<file path="src/rtl/wbd_pkg.sv">
package wbd_pkg;
   typedef enum logic [1:0] {
      ST_IDLE = 2'd0,
      ST_SEND = 2'd1,
      ST_WAIT = 2'd2
   } wbd_state_e;
endpackage

</file>
<file path="src/rtl/wbd_narrow.sv">
module wbd_narrow #(
   parameter int IN_W  = 64,
   parameter int OUT_W = 32,
   localparam int RATIO = IN_W / OUT_W,
   localparam int SEL_W = $clog2(RATIO),
   localparam int IB    = IN_W / 8,
   localparam int OB    = OUT_W / 8
) (
   input  logic [IN_W-1:0]  din,
   input  logic [IB-1:0]    bein,
   input  logic [SEL_W-1:0] sel,
   output logic [OUT_W-1:0] dout,
   output logic [OB-1:0]    beout
);
   if (IN_W % OUT_W != 0 || RATIO < 2 || (1 << SEL_W) != RATIO) begin : g_bad_ratio
      $error("wbd_narrow: IN_W must be a power-of-two multiple of OUT_W");
   end
   if (OUT_W % 8 != 0) begin : g_bad_bytes
      $error("wbd_narrow: OUT_W must be whole bytes");
   end

   for (genvar b = 0; b < OB; b++) begin : g_lane
      logic [7:0] src_byte;
      logic       src_en;
      always_comb begin
         src_en   = bein[int'(sel) * OB + b];
         src_byte = din[(int'(sel) * OB + b) * 8 +: 8];
      end
      assign beout[b]          = src_en;
      assign dout[b*8 +: 8]    = src_en ? src_byte : 8'h00;
   end
endmodule

</file>
<file path="src/rtl/wbd_seq.sv">
module wbd_seq
   import wbd_pkg::*;
#(
   parameter int          ADDR_W     = 32,
   parameter int          CNT_W      = 12,
   parameter int          WIN_W      = 23,
   parameter logic [31:0] WIN_BASE   = 32'h1000_0000,
   parameter int          BEAT_BYTES = 8,
   parameter int          EXT_BYTES  = 2,
   parameter int          SLOT_W     = 2,
   localparam int         AL_W       = $clog2(BEAT_BYTES),
   localparam int         SLOTS      = 1 << SLOT_W
) (
   input  logic              clk,
   input  logic              rst_n,
   input  logic              up_valid,
   output logic              up_ready,
   input  logic [ADDR_W-1:0] up_addr,
   input  logic [CNT_W-1:0]  up_bytecnt,
   output logic              load,
   output logic [SLOT_W-1:0] slot,
   output logic              ext_cyc,
   output logic [WIN_W-1:0]  ext_addr,
   output logic              done,
   output logic              err
);
   if (WIN_W >= ADDR_W || WIN_W <= AL_W) begin : g_bad_win
      $error("wbd_seq: WIN_W must lie between the beat alignment and ADDR_W");
   end
   if (SLOTS * EXT_BYTES != BEAT_BYTES) begin : g_bad_slots
      $error("wbd_seq: slot count does not cover one beat");
   end

   wbd_state_e       state_q;
   logic [SLOT_W-1:0] slot_q;
   logic [CNT_W-1:0]  beats_q;
   logic [WIN_W-1:0]  off_q;
   logic              hs, aligned, in_win, req_ok, last_slot;
   logic [ADDR_W-1:0] base_vec;

   assign base_vec  = ADDR_W'(WIN_BASE);
   assign hs        = up_valid && up_ready;
   assign in_win    = (up_addr[ADDR_W-1:WIN_W] == base_vec[ADDR_W-1:WIN_W]);
   assign aligned   = (up_addr[AL_W-1:0] == '0) && (up_bytecnt[AL_W-1:0] == '0);
   assign req_ok    = aligned && in_win && (up_bytecnt != '0);
   assign last_slot = (slot_q == SLOT_W'(SLOTS - 1));
   assign load      = hs && ((state_q == ST_WAIT) || (state_q == ST_IDLE && req_ok));

   always_ff @(posedge clk) begin
      if (!rst_n) begin
         state_q <= ST_IDLE;
         slot_q  <= '0;
         beats_q <= '0;
         off_q   <= '0;
         done    <= 1'b0;
         err     <= 1'b0;
      end else begin
         done <= 1'b0;
         err  <= 1'b0;
         unique case (state_q)
            ST_IDLE: begin
               if (hs) begin
                  if (req_ok) begin
                     off_q   <= up_addr[WIN_W-1:0] - base_vec[WIN_W-1:0];
                     beats_q <= up_bytecnt >> AL_W;
                     slot_q  <= '0;
                     state_q <= ST_SEND;
                  end else begin
                     err <= 1'b1;
                  end
               end
            end
            ST_SEND: begin
               off_q <= off_q + WIN_W'(EXT_BYTES);
               if (last_slot) begin
                  slot_q  <= '0;
                  beats_q <= beats_q - CNT_W'(1);
                  if (beats_q == CNT_W'(1)) begin
                     state_q <= ST_IDLE;
                     done    <= 1'b1;
                  end else begin
                     state_q <= ST_WAIT;
                  end
               end else begin
                  slot_q <= slot_q + SLOT_W'(1);
               end
            end
            ST_WAIT: begin
               if (hs) state_q <= ST_SEND;
            end
            default: state_q <= ST_IDLE;
         endcase
      end
   end

   assign slot     = slot_q;
   assign ext_cyc  = (state_q == ST_SEND);
   assign ext_addr = off_q;
   assign up_ready = (state_q != ST_SEND);


   beat_run_chk: assert property (@(posedge clk) disable iff (!rst_n)
      (ext_cyc && !last_slot) |=> ext_cyc);

   done_after_cyc_chk: assert property (@(posedge clk) disable iff (!rst_n)
      done |-> ($past(ext_cyc) && !ext_cyc));

   err_no_cyc_chk: assert property (@(posedge clk) disable iff (!rst_n)
      err |-> (!ext_cyc && $past(up_valid)));
endmodule

</file>
<file path="src/rtl/wburst_downsizer.sv">
module wburst_downsizer #(
   parameter int          ADDR_W   = 32,
   parameter int          CNT_W    = 12,
   parameter int          WIN_W    = 23,
   parameter logic [31:0] WIN_BASE = 32'h1000_0000,
   parameter int          UP_W     = 64,
   parameter int          MID_W    = 32,
   parameter int          EXT_W    = 16,
   localparam int         UP_B     = UP_W / 8,
   localparam int         EXT_B    = EXT_W / 8,
   localparam int         SEL1_W   = $clog2(UP_W / MID_W),
   localparam int         SEL2_W   = $clog2(MID_W / EXT_W),
   localparam int         SLOT_W   = SEL1_W + SEL2_W
) (
   input  logic              clk,
   input  logic              rst_n,
   input  logic              up_valid,
   output logic              up_ready,
   input  logic [ADDR_W-1:0] up_addr,
   input  logic [CNT_W-1:0]  up_bytecnt,
   input  logic [UP_W-1:0]   up_data,
   input  logic [UP_B-1:0]   up_be,
   output logic              ext_cyc,
   output logic [WIN_W-1:0]  ext_addr,
   output logic [EXT_B-1:0]  ext_be_n,
   output logic              ext_we_n,
   output logic [EXT_W-1:0]  ext_data,
   output logic              burst_done,
   output logic              burst_err
);
   if (ADDR_W > 32) begin : g_bad_addr
      $error("wburst_downsizer: ADDR_W limited to 32 by WIN_BASE");
   end
   if (EXT_W % 8 != 0 || MID_W % EXT_W != 0 || UP_W % MID_W != 0) begin : g_bad_w
      $error("wburst_downsizer: widths must nest in whole bytes");
   end

   logic              load;
   logic [SLOT_W-1:0] slot;
   logic [UP_W-1:0]   beat_d;
   logic [UP_B-1:0]   beat_be;
   logic [MID_W-1:0]  mid_d;
   logic [MID_W/8-1:0] mid_be;
   logic [EXT_W-1:0]  half_d;
   logic [EXT_B-1:0]  half_be;

   always_ff @(posedge clk) begin
      if (!rst_n) begin
         beat_d  <= '0;
         beat_be <= '0;
      end else if (load) begin
         beat_d  <= up_data;
         beat_be <= up_be;
      end
   end

   wbd_seq #(
      .ADDR_W(ADDR_W), .CNT_W(CNT_W), .WIN_W(WIN_W), .WIN_BASE(WIN_BASE),
      .BEAT_BYTES(UP_B), .EXT_BYTES(EXT_B), .SLOT_W(SLOT_W)
   ) u_seq (
      .clk(clk), .rst_n(rst_n), .up_valid(up_valid), .up_ready(up_ready),
      .up_addr(up_addr), .up_bytecnt(up_bytecnt), .load(load), .slot(slot),
      .ext_cyc(ext_cyc), .ext_addr(ext_addr), .done(burst_done), .err(burst_err)
   );

   // upper slot bits pick the intermediate half, lower bits the halfword
   wbd_narrow #(.IN_W(UP_W), .OUT_W(MID_W)) u_to_mid (
      .din(beat_d), .bein(beat_be), .sel(slot[SLOT_W-1:SEL2_W]),
      .dout(mid_d), .beout(mid_be)
   );
   wbd_narrow #(.IN_W(MID_W), .OUT_W(EXT_W)) u_to_ext (
      .din(mid_d), .bein(mid_be), .sel(slot[SEL2_W-1:0]),
      .dout(half_d), .beout(half_be)
   );

   assign ext_be_n = ext_cyc ? ~half_be : '1;
   assign ext_we_n = !(ext_cyc && (|half_be));
   assign ext_data = ext_cyc ? half_d : '0;


   idle_quiet_chk: assert property (@(posedge clk) disable iff (!rst_n)
      !ext_cyc |-> (ext_be_n == '1 && ext_we_n && ext_data == '0));

   addr_step_chk: assert property (@(posedge clk) disable iff (!rst_n)
      (ext_cyc && $past(ext_cyc)) |-> (ext_addr == $past(ext_addr) + WIN_W'(EXT_B)));

   masked_zero_chk: assert property (@(posedge clk) disable iff (!rst_n)
      ext_we_n |-> (ext_data == '0));

   ready_hold_chk: assert property (@(posedge clk) disable iff (!rst_n)
      ($past(up_valid && up_ready) && ext_cyc) |-> !up_ready);
endmodule

</file>
<file path="config.mk">
export PLATFORM = sky130hd
export DESIGN_NAME = wburst_downsizer
export DESIGN_NICKNAME = d
export VERILOG_FILES = /design/src/rtl/wbd_pkg.sv /design/src/rtl/wbd_narrow.sv /design/src/rtl/wbd_seq.sv /design/src/rtl/wburst_downsizer.sv
export SDC_FILE = /design/constraint.sdc
export NUM_CORES = 1
export LEC_CHECK = 0
export CAP_MARGIN = 0
export CELL_PAD_IN_SITES_DETAIL_PLACEMENT = 1
export CELL_PAD_IN_SITES_GLOBAL_PLACEMENT = 2
export CORE_UTILIZATION = 30
export DETAILED_ROUTE_END_ITERATION = 7
export GPL_TIMING_DRIVEN = 1
export PLACE_DENSITY_LB_ADDON = 0.1
export SYNTH_ARGS = -nofsm -noshare
export SYNTH_HDL_FRONTEND = slang
export SYNTH_SLANG_ARGS = --single-unit
</file>
<file path="constraint.sdc">
create_clock -name clk -period 4.71 [get_ports clk]
set_clock_uncertainty 0.2 [all_clocks]
set_input_delay 1.1775 -clock clk [delete_from_list [all_inputs] [get_ports clk]]
set_output_delay 1.1775 -clock clk [all_outputs]
set_load 0.05 [all_outputs]
</file>
==> flow_summary.yaml <==
run_status:
  status: "completed"
power_and_ir_drop:
  p_clk_share_pct: 53.4
  switching_power_mw: 0.5612
  p_int_mw: 1.859
  vdd_drop_max_uv: 246.0
  p_sw_share_pct: 23.19
  seqPwrFrac_pct: 39.5
  combPwrFrac_pct: 7.1
  power_density_nw_per_um2: 292.7
  p_leak_nw: 2.756
  p_total_mw: 2.420
route:
  ant_nets: 0
  wirelength_um: 18970
  post_drt_wl_per_cell_um: 17.06
  via_per_inst: 4.985
  dr.pass1.iters: 4
  drt_first_iter_violations: 276
  route.vias.total: 5543
  drc: 0
sta:
  worst_slew_margin_rel_pct: 29.57
  maxSlewViolCount: 0
  rsz0062_at_grt: "no"
  setup_viol: 0
  finalSetupTns_ps: 0
  setup_slack_ps: 540.3
  finalCritPeriodShare_pct: 88.53
  max_freq_mhz: 239.8
  worst_pin_slew_ps: 1056
  hold_viol: 0
  timing.final.crit_period_ps: 4170
  whs_ps: 256.1
setup_path:
  path_max_fanout: 20
  worst_setup_path_start_kind: "flip-flop"
  crit_path_end_kind: "primary output"
  crit_chain: "nand2b_2, buf_4, nor2_1, clkdlybuf4s50_1"
  slowest_delay_ps: 830
  cpMaxStageDelayCell: "clkdlybuf4s50_1"
  crit_type: "reg -> out"
  critPathArrivalTime_ps: 2790
  ff2ff_setup_slack_ps: 1470
  required_ps: 3330
logic_synthesis:
  synth_area_leader_cell: "dfxtp_1"
  synth.area.top_cells: "dfxtp_1 39%, mux2i_1 18%, nand2_1 12%"
  synth_fp_nets: 813
  synth_seq_area_share_pct: 38.95
  async_flop_share_pct: 0
  synth.avg_cell_area_um2: 8.417
  synth-seq-cells: 113
  yosysUniqueCellTypes: 57
  ys.flop_type: "dfxtp_1"
  synthCells: 690
  synth_top_cell_area_share_pct: 38.95
  synth_edf_count: 0
  synth_area_um2: 5808
  yosysWarnings: 0
floorplan:
  die-area_um2: 19920
  initial_core_util_pct: 30.84
  rows: 50
  dieHeight_um: 141.1
  io_pins: 165
  die_w_um: 141.1
  core_area_um2: 18830
layout:
  finalNetCount: 962
  layout_common_cells: "188 x nand2_1, 163 x clkdlybuf4s50_1, 112 x dfxtp_1, 106 x mux2i_1, 33 x nor2_1"
  synthToLayoutAreaGrowth_pct: 42.33
  final_util_pct: 43.90
  drive_gt1_share_pct: 6.925
  num_antenna_cells: 0
  fin_cells: 1112
  final_area_um2: 8267
  final_common_cell: "nand2_1"
placement:
  dp.cells: 1080
  gp_congestion: 0.8083
  place_ws_ps: 873.1
  numPortBuffers: 164
  place_area_um2: 7671
  dp_hpwl_um: 13650
cts:
  cts_repair_resize_count: 0
  clk-insertion-delay-late_ps: 410
  cts_tree: "done"
  clk_pin_slew_ps: 60
  clockRootBuffer: "clkbuf_16"
  numCtsBuffers: 17
  postCtsSetupRepairBufs: 0
  cts.sinks: 113
  hold_buffers: 0
  cts.htree.levels: 4
  clk_path_buf_depth: 2
global_routing:
  grt_overflow: 0
  grt_pass1_wl_um: 30370
  track_usage_pct: 19.65
  grt_pass1_vias: 5885
  antenna_found_initial: 0
  grt_max_degree: 103
job:
  drv_cap: 0
worst_hold_path:
  hp-class: "reg -> reg"
==> critical path, delay by kind of cell (launching register included) <==
family	cells	cell delay (ps)
flip-flops	1	700
buffers and inverters	2	1140
AND/OR/NAND/NOR	2	530
==> layout make-up <==
| type | count | area, µm² |
|---|---|---|
| Inverter | 11 | 41.29 |
| Fill cell | 2189 | 10560 |
| Sequential cell | 113 | 2263 |
| Clock buffer | 18 | 439.2 |
| Clock inverter | 14 | 156.4 |
| Timing Repair Buffer | 173 | 1719 |
| Multi-Input combinational cell | 523 | 3322 |
| Tap cell | 260 | 325.3 |
==> synth_stat cells, drive strengths merged, types with 4 or more instances <==
cell / n
a211oi: 6
a21oi: 12
a32o: 13
and2: 5
and3: 5
buf: 19
clkbuf: 24
dfxtp: 113
ha: 4
inv: 11
mux2: 5
mux2i: 106
nand2: 188
nand3: 17
nand4: 6
nor2: 33
nor3: 8
nor4: 16
o21a: 4
o21ai: 22
o22a: 16
o22ai: 7
or3: 6
or4: 4
==> registers in the layout, indices dropped and copies added (netlist names) <==
name and flops:
beat_be 8, beat_d 64, u_seq.beats_q 12, u_seq.done 1, u_seq.err 1, u_seq.ext_addr 23, u_seq.slot 2, u_seq.state_q 2
==> logic make-up (layout without fill, tap and decap cells) <==
| kind of cell | Yosys count | in the layout | share of synthesized area (%) |
|---|---|---|---|
| compound gates | 104 | 104 | 13.23 |
| fa+ha+maj | 4 | 4 | 0.8617 |
| buf+inv | 54 | 216 | 4.093 |
| flops | 113 | 113 | 38.95 |
| mux | 111 | 111 | 19.24 |
| simple gates | 304 | 304 | 23.63 |
==> routing by layer <==
metal / vias to the layer above / GRT usage [%] / routed length, µm
li1: 2763 / - / -
met1: 2628 / 24.37 / 8706
met2: 131 / 33.56 / 9174
met3: 21 / 4.144 / 850
met4: 0 / 6.808 / 238
met5: - / 0 / 0
==> path summary, 6_finish.rpt <==
kind,cells past startpoint,from,to
setup / recovery,4,u_seq.state_q[0],ext_data[11]
hold / removal,2,beat_d[10],beat_d[10]
setup reg to reg,7,u_seq.state_q[0],u_seq.ext_addr[4]
hold reg to reg,2,beat_d[10],beat_d[10]
==> power groups by stage <==
stage | Clock [mW] | Sequential [mW] | Combinational, mW
3_5_place_dp | 0 | 0.977 | 0.172
6_report | 1.29 | 0.957 | 0.171
4_1_cts | 1.32 | 0.956 | 0.173
5_1_grt | 1.36 | 0.956 | 0.186
3_3_place_gp | 0 | 0.977 | 0.170
2_1_floorplan | 0 | 0.979 | 0.0491
Power figures use the tool's default switching activity.
